$ cat config.mk
export PLATFORM = sky130hd
export DESIGN_NAME = upper_mem_mapper
export DESIGN_NICKNAME = d
export VERILOG_FILES = /design/src/rtl/upmap_pkg.sv /design/src/rtl/upmap_mode_reg.sv /design/src/rtl/upmap_window_dec.sv /design/src/rtl/upmap_route.sv /design/src/rtl/upper_mem_mapper.sv
export SDC_FILE = /design/constraint.sdc
export NUM_CORES = 1
export LEC_CHECK = 0
export BUFFER_PORTS_ARGS = -buffer_cell sky130_fd_sc_hd__buf_4
export CORE_AREA = 2 2 39 41
export CTS_BUF_LIST = sky130_fd_sc_hd__clkbuf_16
export DETAILED_ROUTE_END_ITERATION = 12
export DIE_AREA = 0 0 41 43
export GPL_TIMING_DRIVEN = 0
export MAX_ROUTING_LAYER = met4
export PLACE_DENSITY = 0.67
export SYNTH_ARGS = -nofsm -noshare
export SYNTH_HDL_FRONTEND = slang
export SYNTH_SLANG_ARGS = --single-unit
$ cat constraint.sdc
create_clock -name clk_i -period 1.3 [get_ports clk_i]
set_input_delay 0.195 -clock clk_i [delete_from_list [all_inputs] [get_ports clk_i]]
set_output_delay 0.195 -clock clk_i [all_outputs]
set_load 0.005 [all_outputs]
$ cat src/rtl/upmap_pkg.sv
package upmap_pkg;
  typedef struct packed {
    logic ram_rd;
    logic ram_wr;
    logic bank2;
  } mode_t;

  localparam mode_t MODE_RESET = '{ram_rd: 1'b0, ram_wr: 1'b0, bank2: 1'b0};
endpackage

$ cat src/rtl/upmap_mode_reg.sv
module upmap_mode_reg
  import upmap_pkg::*;
(
  input  logic  clk_i,
  input  logic  rst_ni,
  input  logic  we_i,
  input  mode_t mode_i,
  output mode_t mode_o
);
  mode_t mode_q;

  always_ff @(posedge clk_i or negedge rst_ni) begin
    if (!rst_ni)   mode_q <= MODE_RESET;
    else if (we_i) mode_q <= mode_i;
  end

  assign mode_o = mode_q;

  p_mode_load_r8: assert property (@(posedge clk_i) disable iff (!rst_ni)
    we_i |=> mode_o == $past(mode_i));
  p_mode_hold_r8: assert property (@(posedge clk_i) disable iff (!rst_ni)
    !we_i |=> $stable(mode_o));
endmodule

$ cat src/rtl/upmap_window_dec.sv
module upmap_window_dec #(
  parameter int ADDR_W      = 16,
  parameter int PAGE_W      = 4,
  parameter int WIN_LO_PAGE = 13,
  parameter int SWAP_PAGE   = 13
) (
  input  logic [ADDR_W-1:0] addr_i,
  output logic              in_win_o,
  output logic              swap_pg_o
);
  localparam logic [PAGE_W-1:0] LO_PG = PAGE_W'(WIN_LO_PAGE);
  localparam logic [PAGE_W-1:0] SW_PG = PAGE_W'(SWAP_PAGE);

  logic [PAGE_W-1:0] page;
  assign page      = addr_i[ADDR_W-1 -: PAGE_W];
  assign in_win_o  = page >= LO_PG;
  assign swap_pg_o = page == SW_PG;

  always_comb begin
    a_swap_inside_r6: assert (!swap_pg_o || in_win_o);
  end
endmodule

$ cat src/rtl/upmap_route.sv
module upmap_route
  import upmap_pkg::*;
#(
  parameter int ADDR_W   = 16,
  parameter int PAGE_W   = 4,
  parameter int ALT_PAGE = 12
) (
  input  logic              clk_i,
  input  logic              rst_ni,
  input  mode_t             mode_i,
  input  logic              valid_i,
  input  logic              we_i,
  input  logic [ADDR_W-1:0] addr_i,
  input  logic              in_win_i,
  input  logic              swap_pg_i,
  output logic              rom_re_o,
  output logic              ram_re_o,
  output logic              ram_we_o,
  output logic [ADDR_W-1:0] ram_addr_o
);
  localparam int OFS_W = ADDR_W - PAGE_W;
  localparam logic [PAGE_W-1:0] ALT_PG = PAGE_W'(ALT_PAGE);

  logic hit, rd_hit, wr_hit;
  logic [ADDR_W-1:0] mapped;

  assign hit    = valid_i && in_win_i;
  assign rd_hit = hit && !we_i;
  assign wr_hit = hit && we_i;

  // low page of the window is served by the alternate RAM page unless bank 2 is selected
  always_comb begin
    mapped = addr_i;
    if (swap_pg_i && !mode_i.bank2) mapped = {ALT_PG, addr_i[OFS_W-1:0]};
  end

  assign rom_re_o   = rd_hit && !mode_i.ram_rd;
  assign ram_re_o   = rd_hit &&  mode_i.ram_rd;
  assign ram_we_o   = wr_hit &&  mode_i.ram_wr;
  assign ram_addr_o = (ram_re_o || ram_we_o) ? mapped : '0;

  p_no_stray_r9: assert property (@(posedge clk_i) disable iff (!rst_ni)
    !valid_i |-> !(rom_re_o || ram_re_o || ram_we_o));
  p_low_idle_r7: assert property (@(posedge clk_i) disable iff (!rst_ni)
    !in_win_i |-> !(rom_re_o || ram_re_o || ram_we_o) && ram_addr_o == '0);
  p_low_bits_r6: assert property (@(posedge clk_i) disable iff (!rst_ni)
    (ram_re_o || ram_we_o) |-> ram_addr_o[OFS_W-1:0] == addr_i[OFS_W-1:0]);
endmodule

$ cat src/rtl/upper_mem_mapper.sv
module upper_mem_mapper
  import upmap_pkg::*;
#(
  parameter int ADDR_W      = 16,
  parameter int PAGE_W      = 4,
  parameter int WIN_LO_PAGE = 13,
  parameter int SWAP_PAGE   = 13,
  parameter int ALT_PAGE    = 12
) (
  input  logic              clk_i,
  input  logic              rst_ni,
  input  logic              cfg_we_i,
  input  logic              cfg_ram_rd_i,
  input  logic              cfg_ram_wr_i,
  input  logic              cfg_bank2_i,
  input  logic              req_valid_i,
  input  logic              req_we_i,
  input  logic [ADDR_W-1:0] req_addr_i,
  output logic              rom_re_o,
  output logic              ram_re_o,
  output logic              ram_we_o,
  output logic [ADDR_W-1:0] ram_addr_o
);
  mode_t mode_d, mode_q;
  logic  in_win, swap_pg;

  assign mode_d = '{ram_rd: cfg_ram_rd_i, ram_wr: cfg_ram_wr_i, bank2: cfg_bank2_i};

  upmap_mode_reg i_mode (
    .clk_i  (clk_i),
    .rst_ni (rst_ni),
    .we_i   (cfg_we_i),
    .mode_i (mode_d),
    .mode_o (mode_q)
  );

  upmap_window_dec #(
    .ADDR_W(ADDR_W), .PAGE_W(PAGE_W), .WIN_LO_PAGE(WIN_LO_PAGE), .SWAP_PAGE(SWAP_PAGE)
  ) i_dec (
    .addr_i    (req_addr_i),
    .in_win_o  (in_win),
    .swap_pg_o (swap_pg)
  );

  upmap_route #(
    .ADDR_W(ADDR_W), .PAGE_W(PAGE_W), .ALT_PAGE(ALT_PAGE)
  ) i_route (
    .clk_i      (clk_i),
    .rst_ni     (rst_ni),
    .mode_i     (mode_q),
    .valid_i    (req_valid_i),
    .we_i       (req_we_i),
    .addr_i     (req_addr_i),
    .in_win_i   (in_win),
    .swap_pg_i  (swap_pg),
    .rom_re_o   (rom_re_o),
    .ram_re_o   (ram_re_o),
    .ram_we_o   (ram_we_o),
    .ram_addr_o (ram_addr_o)
  );

  p_excl_r4: assert property (@(posedge clk_i) disable iff (!rst_ni)
    !(rom_re_o && (ram_re_o || ram_we_o)));
  p_write_gate_r2: assert property (@(posedge clk_i) disable iff (!rst_ni)
    ram_we_o |-> mode_q.ram_wr);
  p_read_gate_r4: assert property (@(posedge clk_i) disable iff (!rst_ni)
    ram_re_o |-> mode_q.ram_rd && !req_we_i);
  p_addr_zero_r10: assert property (@(posedge clk_i) disable iff (!rst_ni)
    !(ram_re_o || ram_we_o) |-> ram_addr_o == '0);
  p_bank_sel_r6: assert property (@(posedge clk_i) disable iff (!rst_ni)
    ((ram_re_o || ram_we_o) && swap_pg) |->
      ram_addr_o[ADDR_W-1 -: PAGE_W] == (mode_q.bank2 ? PAGE_W'(SWAP_PAGE) : PAGE_W'(ALT_PAGE)));
endmodule

==> impl_metrics.ini <==
[run]
max_cap_viol_count = 0

[place]
gp_congestion = 0.613
dp_slack_ns = -0.0715
portBuffers = 42
dpl_cell_area_sq_um = 683

[setup_path]
r2r-end = i_mode.mode_o[2]
path_cells = mux2i_4 -> buf_6 -> nor3b_2 -> buf_4
reg2reg_from = i_mode.mode_o[2]
cpMaxStageDelayCell = dfrtp_1
critical_path.endpoint_type = primary output
critical_path_buf_inv_count = 2
r2r_cells = 2
cp_max_fo = 5
r2r_slack_ns = 0.39
critical-path-max-stage-delay_ns = 0.39
crit_family = flip-flops
crit_type = register to primary output
worstPathArrival_ns = 1.20
startpoint_type = register
cp.required_ns = 1.11

[die]
die_width_um = 41
initial_core_util_pct = 25.1
ios = 43
die_area_sq_um = 1760
fp.dieH_um = 43
num_rows = 14
core_sq_um = 1380

[yosys]
synth_compound_area_share_pct = 8.99
synthTopCellsByArea = nor3b_2 25%, dfrtp_1 22%, nor3b_1 15%
yosysSeqAreaShare_pct = 21.6
synth_top_family_by_area = simple AND/OR/NAND/NOR gates
synthesis.nets = 56
synth_fa_ha_area_share_pct = 0
synthMuxAreaShare_pct = 13.7
synth_area_sq_um = 348
ys_ff_latch = 3
ys_types = 14
synthCells = 32
syn-mean-instance-area_sq_um = 10.9
synth_simple_gate_area_share_pct = 50.4
synth_top_cell_by_area = nor3b_2
synth_top_area_share_pct = 25.2
synth_xor_area_share_pct = 0
synth_warnings = 0

[clock_network]
ctsRootBufferMaster = clkbuf_16
cts.clk_slew.worst_paths_ns = 0.03
ctsHtreeMaxLevel = 1
cts_sinks = 3
cts_buffer_depth = 2
cts_tree = built
clkLatencyLatePin_ns = 0.22
cts_inserted_buffers = 3

[global_route]
grt_pass1_vias = 414
grt_overflow_total = 0
grt_max_degree = 11
grt_pass1_wl_um = 1620
antenna_found_initial = 0
grt_util_all_layers_pct = 14.3

[worst_hold_path]
min_to = i_mode.mode_o[1]
min_from = cfg_ram_wr_i
min_path_type = input port to register
holdPathStages = 2

[drt]
via_count = 453
vias_per_cell = 4.40
drtAntennaViolNets = 0
drc_errors = 0
route.final.wire_length_um = 1220
first_pass_iters = 3
wire_per_inst_um = 11.9
drt_iter0_markers = 5

[final_layout]
final_nets = 112
synthToLayoutAreaGrowth_pct = 149
final_area_sq_um = 865
num_antenna_cells = 0
final-seq-area_sq_um = 75.1
multi_input_comb_area_sq_um = 275
fillCellCount = 120
drive_gt1_share_pct = 81.6
largest_register_ffs = 3
fin_util_pct = 62.5

[timing]
skew_ns = 0
hold_slack_ns = 0.207
min_period_ns = 1.40
setup_slack_ns = -0.0983
timing.fmax_ghz = 0.715
setup_violations = 14
tns_ns = -1.24
maxSlewViolCount = 0
rsz0062_at_grt = yes
period_share_pct = 108
hold_viol = 0
max-slew-margin-rel_pct = 78.9
worstMarginPinSlew_ns = 0.316

[status]
outcome = complete, but fails checks
violations = negative setup slack

[power]
p_leak_nw = 0.399
peakVddDrop_mv = 0.891
powerDensity_nw_per_um2 = 916
-- cells in the mapped netlist --
cell type,instances
nor3b_1,7
o21ai_0,1
nor3b_2,7
nand2_1,1
nor3_2,1
nand3_1,1
nor3_1,1
nor2_1,3
mux2_2,3
buf_6,1
buf_4,1
mux2i_2,1
dfrtp_1,3
o2111ai_4,1
-- worst max-delay path by stage --
stage,startpoint,to,depth (start not counted)
finish,i_mode.mode_o[2],ram_addr_o[7],4
global route,i_mode.mode_o[1],ram_addr_o[12],4
CTS,i_mode.mode_o[1],ram_addr_o[4],4
detailed placement,i_mode.mode_o[1],ram_addr_o[4],4
global placement,i_mode.mode_o[1],ram_addr_o[4],4
floorplan,i_mode.mode_o[2],ram_addr_o[14],3
-- layer usage --
metal | track usage [%] | up-vias | share of wire, %
met5 | - | - | 0
met4 | 12.0 | 0 | 2.5
met3 | 2.09 | 4 | 7.0
met2 | 22.2 | 23 | 53
met1 | 14.9 | 198 | 37
li1 | - | 228 | -
-- layout make-up --
cell class              count  area share (%)
clock inverters             1           0.434
well taps                  16            2.32
plain buffers               2            2.60
flip-flops and latches      3            8.68
repair buffers             51            45.4
multi-input cells          27            31.8
clock buffers               3            8.68
-- through the flow --
step | instances | power, mW
3_5_place_dp | 90 | 0.269
4_1_cts | 99 | 0.786
2_1_floorplan | 32 | 0.179
3_3_place_gp | 90 | 0.266
6_report | 103 | 0.792
5_1_grt | 103 | 0.822
-- cells in the final DEF (no fill, tap or decap), drive strengths merged --
master,netlist,routed
dlygate4sd3,0,1
o21ai,1,1
nor3,2,2
dfrtp,3,3
nand2,1,1
inv,0,1
clkbuf,0,3
nor3b,14,14
nor2,3,3
mux2i,1,1
o2111ai,1,1
mux2,3,3
buf,2,52
nand3,1,1
-- timing repair --
action | CTS | global route
setup buffers | 3 | 4
pin swaps | 1 | 2
setup endpoints to repair | 18 | 18
endpoints found under the hold margin | 3 | 0
resized for setup | 4 | 4
hold buffers | 1 | 0
cloned | 1 | 0
-- kinds of logic (layout without fill, tap and decap cells) --
family,count (synthesis),after routing
AOI/OAI and AO/OA,2,2
buffers and inverters,2,57
DFF,3,3
muxes,4,4
and+or+nand+nor,21,21
-- where the power goes --
group / internal [mW] / switching, mW / total (mW)
logic: 0.125 / 0.0756 / 0.201
clock network: 0.396 / 0.0833 / 0.480
registers: 0.104 / 0.00757 / 0.111
No activity file was read; power rests on OpenSTA's default activity.
